**src/rtl/srt_pkg.sv**
```systemverilog
`timescale 1ns/1ps
package srt_pkg;
  typedef enum logic [1:0] {
    FR_IDLE  = 2'd0,
    FR_ARMED = 2'd1,
    FR_RUN   = 2'd2
  } frame_st_t;
endpackage

```
**src/rtl/srt_edge_sync.sv**
```systemverilog
`timescale 1ns/1ps
module srt_edge_sync #(
  parameter int STAGES = 2
) (
  input  logic clk,
  input  logic rst_n,
  input  logic din,
  output logic rise
);
  logic [STAGES-1:0] chain;
  logic              last;

  generate
    if (STAGES == 1) begin : g_single
      always_ff @(posedge clk or negedge rst_n) begin
        if (!rst_n) chain <= '0;
        else        chain <= din;
      end
    end else begin : g_multi
      always_ff @(posedge clk or negedge rst_n) begin
        if (!rst_n) chain <= '0;
        else        chain <= {chain[STAGES-2:0], din};
      end
    end
  endgenerate

  always_ff @(posedge clk or negedge rst_n) begin
    if (!rst_n) last <= 1'b0;
    else        last <= chain[STAGES-1];
  end

  assign rise = chain[STAGES-1] & ~last;
endmodule

```
**src/rtl/srt_dclk_burst.sv**
```systemverilog
`timescale 1ns/1ps
module srt_dclk_burst #(
  parameter int HALF   = 4,
  parameter int PULSES = 12
) (
  input  logic clk,
  input  logic rst_n,
  input  logic start,
  output logic dclk,
  output logic active,
  output logic shift
);
  localparam int CW = (HALF > 2) ? $clog2(HALF) : 1;
  localparam int PW = $clog2(PULSES + 1);

  logic [CW-1:0] half_cnt;
  logic [PW-1:0] pulse_cnt;
  logic          pend;

  always_ff @(posedge clk or negedge rst_n) begin
    if (!rst_n) begin
      active    <= 1'b0;
      dclk      <= 1'b0;
      half_cnt  <= '0;
      pulse_cnt <= '0;
      pend      <= 1'b0;
    end else if (start) begin
      active    <= 1'b1;
      dclk      <= 1'b0;
      half_cnt  <= '0;
      pulse_cnt <= '0;
      pend      <= 1'b0;
    end else begin
      pend <= 1'b0;
      if (active) begin
        if (half_cnt == CW'(HALF - 1)) begin
          half_cnt <= '0;
          if (!dclk) begin
            dclk <= 1'b1;
          end else begin
            dclk      <= 1'b0;
            pend      <= 1'b1;
            pulse_cnt <= pulse_cnt + 1'b1;
            if (pulse_cnt == PW'(PULSES - 1)) active <= 1'b0;
          end
        end else begin
          half_cnt <= half_cnt + 1'b1;
        end
      end
    end
  end

  // shift one cycle after the falling edge, while the clock is low
  assign shift = pend;
endmodule

```
**src/rtl/srt_shifter.sv**
```systemverilog
`timescale 1ns/1ps
module srt_shifter #(
  parameter int W = 12
) (
  input  logic         clk,
  input  logic         rst_n,
  input  logic         load,
  input  logic [W-1:0] load_val,
  input  logic         shift,
  input  logic         ser_in,
  output logic         msb
);
  logic [W-1:0] sr;

  always_ff @(posedge clk or negedge rst_n) begin
    if (!rst_n)     sr <= '0;
    else if (load)  sr <= load_val;
    else if (shift) sr <= {sr[W-2:0], ser_in};
  end

  assign msb = sr[W-1];
endmodule

```
**src/rtl/srt_ext_frame.sv**
```systemverilog
`timescale 1ns/1ps
module srt_ext_frame
  import srt_pkg::*;
(
  input  logic clk,
  input  logic rst_n,
  input  logic read_evt,
  input  logic dclk_rise,
  input  logic gate,
  output logic sync,
  output logic shift
);
  frame_st_t st;

  always_ff @(posedge clk or negedge rst_n) begin
    if (!rst_n) begin
      st   <= FR_IDLE;
      sync <= 1'b0;
    end else if (read_evt) begin
      st   <= FR_ARMED;
      sync <= 1'b0;
    end else begin
      case (st)
        FR_ARMED: if (dclk_rise) begin
          sync <= 1'b1;
          st   <= FR_RUN;
        end
        FR_RUN:   if (dclk_rise) sync <= 1'b0;
        default:  st <= st;
      endcase
    end
  end

  assign shift = (st == FR_RUN) & dclk_rise & gate;
endmodule

```
**src/rtl/serial_result_tx.sv**
```systemverilog
`timescale 1ns/1ps
module serial_result_tx #(
  parameter int DATA_W      = 12,
  parameter int DCLK_HALF   = 4,
  parameter int SYNC_STAGES = 2
) (
  input  logic              clk,
  input  logic              rst_n,
  input  logic [DATA_W-1:0] res_data,
  input  logic              res_valid,
  output logic              res_ready,
  input  logic              ext_mode,
  input  logic              straight_fmt,
  input  logic              cs_n,
  input  logic              rc,
  input  logic              tag_in,
  input  logic              ext_dclk,
  output logic              data_out,
  output logic              sync_out,
  output logic              dclk_out
);
  localparam int MSB = DATA_W - 1;

  logic [DATA_W-1:0] held;
  logic [DATA_W-1:0] coded;
  logic              tag_hold;
  logic              prev_sel, prev_rd;
  logic              sel_lvl, rd_lvl;
  logic              conv_evt, rd_evt, int_start;
  logic              ext_rise, ext_shift, int_shift, int_active;
  logic              load, shift, ser_in;

  assign res_ready = 1'b1;

  always_ff @(posedge clk or negedge rst_n) begin
    if (!rst_n)         held <= '0;
    else if (res_valid) held <= res_data;
  end

  // chip select is combined with read/convert for the convert command
  assign sel_lvl   = cs_n | rc;
  assign rd_lvl    = ~cs_n & rc;
  assign conv_evt  = prev_sel & ~sel_lvl;
  assign rd_evt    = ext_mode & ~prev_rd & rd_lvl;
  assign int_start = conv_evt & ~ext_mode;

  always_ff @(posedge clk or negedge rst_n) begin
    if (!rst_n) begin
      prev_sel <= 1'b1;
      prev_rd  <= 1'b1;
      tag_hold <= 1'b0;
    end else begin
      prev_sel <= sel_lvl;
      prev_rd  <= rd_lvl;
      if (int_start) tag_hold <= tag_in;
    end
  end

  always_comb begin
    coded = held;
    if (!straight_fmt) coded[MSB] = ~held[MSB];
  end

  srt_edge_sync #(.STAGES(SYNC_STAGES)) u_xsync (
    .clk(clk), .rst_n(rst_n), .din(ext_dclk), .rise(ext_rise)
  );

  srt_dclk_burst #(.HALF(DCLK_HALF), .PULSES(DATA_W)) u_burst (
    .clk(clk), .rst_n(rst_n), .start(int_start),
    .dclk(dclk_out), .active(int_active), .shift(int_shift)
  );

  srt_ext_frame u_frame (
    .clk(clk), .rst_n(rst_n), .read_evt(rd_evt), .dclk_rise(ext_rise),
    .gate(rd_lvl), .sync(sync_out), .shift(ext_shift)
  );

  assign load   = int_start | rd_evt;
  assign shift  = ext_mode ? ext_shift : int_shift;
  assign ser_in = ext_mode ? tag_in : tag_hold;

  srt_shifter #(.W(DATA_W)) u_shift (
    .clk(clk), .rst_n(rst_n), .load(load), .load_val(coded),
    .shift(shift), .ser_in(ser_in), .msb(data_out)
  );
endmodule

```
**config.mk**
```make
export PLATFORM = sky130hd
export DESIGN_NAME = serial_result_tx
export DESIGN_NICKNAME = d
export VERILOG_FILES = /design/src/rtl/srt_pkg.sv /design/src/rtl/srt_edge_sync.sv /design/src/rtl/srt_dclk_burst.sv /design/src/rtl/srt_shifter.sv /design/src/rtl/srt_ext_frame.sv /design/src/rtl/serial_result_tx.sv
export SDC_FILE = /design/constraint.sdc
export NUM_CORES = 1
export LEC_CHECK = 0
export ABC_AREA = 1
export ABC_CLOCK_PERIOD_IN_PS = 2160
export CAP_MARGIN = 5
export CORE_AREA = 4 4 52 77
export CTS_BUF_LIST = sky130_fd_sc_hd__clkbuf_4
export DETAILED_ROUTE_END_ITERATION = 10
export DIE_AREA = 0 0 56 81
export GPL_ROUTABILITY_DRIVEN = 0
export PLACE_DENSITY = 0.85
export SETUP_SLACK_MARGIN = 0.2
export SYNTH_ARGS = -nofsm -noshare
export SYNTH_HDL_FRONTEND = slang
export SYNTH_SLANG_ARGS = --single-unit
```
**constraint.sdc**
```tcl
create_clock -name clk -period 2.16 [get_ports clk]
set_input_delay 0.432 -clock clk [delete_from_list [all_inputs] [get_ports clk]]
set_output_delay 0.432 -clock clk [all_outputs]
set_load 0.03 [all_outputs]
```
==> impl_metrics.tcl <==
set metrics [dict create \
    outcome "finished, final reports clean" \
    wl_per_cell_um 12.5 \
    post_drt_via_cell_ratio 5.26 \
    dieArea_mm2 0.00454 \
    final_common_cell "nand2_1" \
    grt_max_degree 43 \
    n_antenna_cell 0 \
    dr.pass1.iters 4 \
    synth_top_family_by_area "simple AND/OR/NAND/NOR gates" \
    cts_htree_levels 2 \
    io-pin-count 25 \
    drt-total-wl_um 3560 \
    synth-xor-area-share_pct 0.450 \
    maxSlewHeadroom_pct 65.9 \
    synth_cell_type_count 24 \
    max_stage_delay_ps 690 \
    crit_path_top_delay_cell "clkdlybuf4s50_1" \
    dpl.hpwl_um 2570 \
    use_met2_pct 31.3 \
    cts_root_buf "clkbuf_4" \
    post_cts_buffers 0 \
    yosys_warnings 0 \
    start_util_pct 57.5 \
    cp-start-kind "flip-flop" \
    vdd_drop_max_mv 0.741 \
    muxShareOfSynthArea_pct 6.95 \
    p_comb_share_pct 30.0 \
    pwr-share-clk_pct 18.2 \
    synth_seq_area_share_pct 54.2 \
    swShare_pct 32.9 \
    cp_top_family "buffers and inverters" \
    io_buffers 23 \
    met3_usage_pct 4.29 \
    syn_inst 214 \
    grt_first_pass_wirelength_um 6120 \
    drt_iter0_drc 44 \
    worst_clock_skew_ps 6.86 \
    nNetsFinal 264 \
    syn_area_mm2 0.00194 \
    ff2ff_path_depth 8 \
    synth_area_per_cell_um2 9.09 \
    seqPwrFrac_pct 51.8 \
    crit_start "u_shift.sr[11]$_DFFE_PN0P_" \
    r2r-start "prev_sel$_DFF_PN1_" \
    synthAdderAreaFrac_pct 1.29 \
    track_usage_pct 17.4 \
    cellPowerDensity_mw_per_mm2 974 \
    path_cells "clkdlybuf4s50_1" \
    min_path_type "in -> async" \
    period_minus_slack_ps 1870 \
    grt_overflow 0 \
    synth-simple-area-share_pct 27.8 \
    cp_max_fo 2 \
    drive_above_1_share_pct 16.1 \
    ant_nets 0 \
    clk_pin_slew_ps 110 \
    worstSetupPathType "reg -> out" \
    cts_max_path_buffers 2 \
    areaGrowthSynthToFinish_pct 16.5 \
    drv_cap 0 \
    drc 0 \
    worst-path-stages 1 \
    timing.reg2reg.setup_slack_ps 770 \
    ctsHoldBuffers 0 \
    placed_cells 276 \
    core_area_mm2 0.00338 \
    cts_made_buffers 5 \
    setup_tns_ps 0 \
    final_cell_mix "nand2_1, dfrtp_1, clkdlybuf4s50_1, nand3_1" \
    num_vias 1494 \
    synth_compound_area_share_pct 2.83 \
    dp_slack_ps 286 \
    chipHeight_um 81 \
    syn_nets 237 \
    cp.required_ps 1730 \
    path_buf_inv 1 \
    p_switching_w 0.000726 \
    final_max_slew_viol_count 0 \
    cp.arrival_ps 1440 \
    worst_pin_slew_ps 511 \
    internal_power_w 0.00148 \
    cts_tree "done" \
    synth_seq_cells 42 \
    finalHoldViolations 0 \
    cts_resized 0 \
    cp-endpoint "data_out" \
    fin_crit_sh_pct 86.5 \
    grt_pass1_vias 1458 \
    r2r-end "u_shift.sr[9]$_DFFE_PN0P_" \
    fmax_ghz 0.535 \
    cts.sinks 42 \
    rsz0062_at_grt "no" \
    final.setup.worst_slack_ps 292 \
    top_usage_layer "met2" \
    antenna_found_initial 0 \
    layout.cells.non_filler 284 \
    cp-end-kind "primary output" \
    finalSetupViolCount 0 \
    clkLatencyLatePin_ps 350 \
    die_x_um 56 \
    grt_use_met1_pct 19.1 \
    p_leak_nw 1.14 \
    num_rows 26 \
]
==> flip-flops by register name, summed over array words and instances (netlist names), 2 cells and up <==
name               count
u_shift.sr            12
u_burst.half_cnt       2
u_burst.pulse_cnt      4
held                  12
u_xsync.chain          2
u_frame.st             2
==> layer usage <==
metal / vias to the layer above / wire (µm)
met4: 0 / 70
met3: 6 / 117
met2: 21 / 1870
met5: - / 0
li1: 746 / -
met1: 721 / 1500
==> final cells by class <==
type	instances	area (µm²)
clock buffer	8	60.1
fill	293	1120
inverter	14	52.6
multi-input combinational	148	768
sequential	42	1050
tap	42	52.6
timing repair buffer	30	278
==> Yosys cell counts, drive strengths merged <==
library cell | n | share of area [%]
a21oi | 4 | 1.0
buf | 9 | 3.4
clkbuf | 1 | 0.19
conb | 1 | 0.19
dfrtp | 40 | 51
dfstp | 2 | 2.7
ha | 2 | 1.3
inv | 14 | 2.7
mux2 | 12 | 6.9
nand2 | 73 | 15
nand3 | 17 | 4.6
nand4 | 12 | 3.9
nor2 | 17 | 4.1
nor3 | 2 | 0.51
o21ai | 7 | 1.8
xnor2 | 1 | 0.45
==> how the worst min path moves through the flow <==
stage | startpoint | end | depth (start not counted)
finish | rst_n | u_xsync.chain[1]$_DFF_PN0_ | 2
global route | rst_n | u_burst.half_cnt[1]$_DFFE_PN0P_ | 2
CTS | rst_n | u_burst.pulse_cnt[2]$_DFFE_PN0P_ | 2
detailed placement | u_xsync.chain[0]$_DFF_PN0_ | u_xsync.chain[1]$_DFF_PN0_ | 0
global placement | u_xsync.chain[0]$_DFF_PN0_ | u_xsync.chain[1]$_DFF_PN0_ | 0
floorplan | rst_n | held[0]$_DFFE_PN0P_ | 0
==> power groups by stage <==
stage	Combinational [W]	Clock [W]	Sequential [W]
CTS	0.000673	0.000421	0.00114
global route	0.000749	0.000444	0.00117
global placement	0.000645	0	0.00115
finish	0.000662	0.000401	0.00114
floorplan	0.000436	0	0.00117
detailed placement	0.000670	0	0.00116
==> logic make-up (layout without fill, tap and decap cells) <==
kind of cell    count (synthesis)  in the layout
flops                          42             42
xor+xnor                        1              1
fa+ha+maj                       2              2
other cells                     1              1
simple gates                  121            121
mux                            12             12
compound gates                 11             11
buf+inv                        24             52
==> through the flow <==
step / total power (W) / hold slack (ps) / util [%] / instance area [µm²]
final: 0.00221 / 114 / 66.9 / 2260
after global routing: 0.00236 / 150 / 66.9 / 2260
after floorplan: 0.00161 / 136 / - / 1940
after detailed placement: 0.00183 / 341 / 65.2 / 2200
after CTS: 0.00223 / 123 / 66.9 / 2260
after global placement: 0.00180 / 340 / 65.2 / 2200
(Power assumes the default switching activity.)
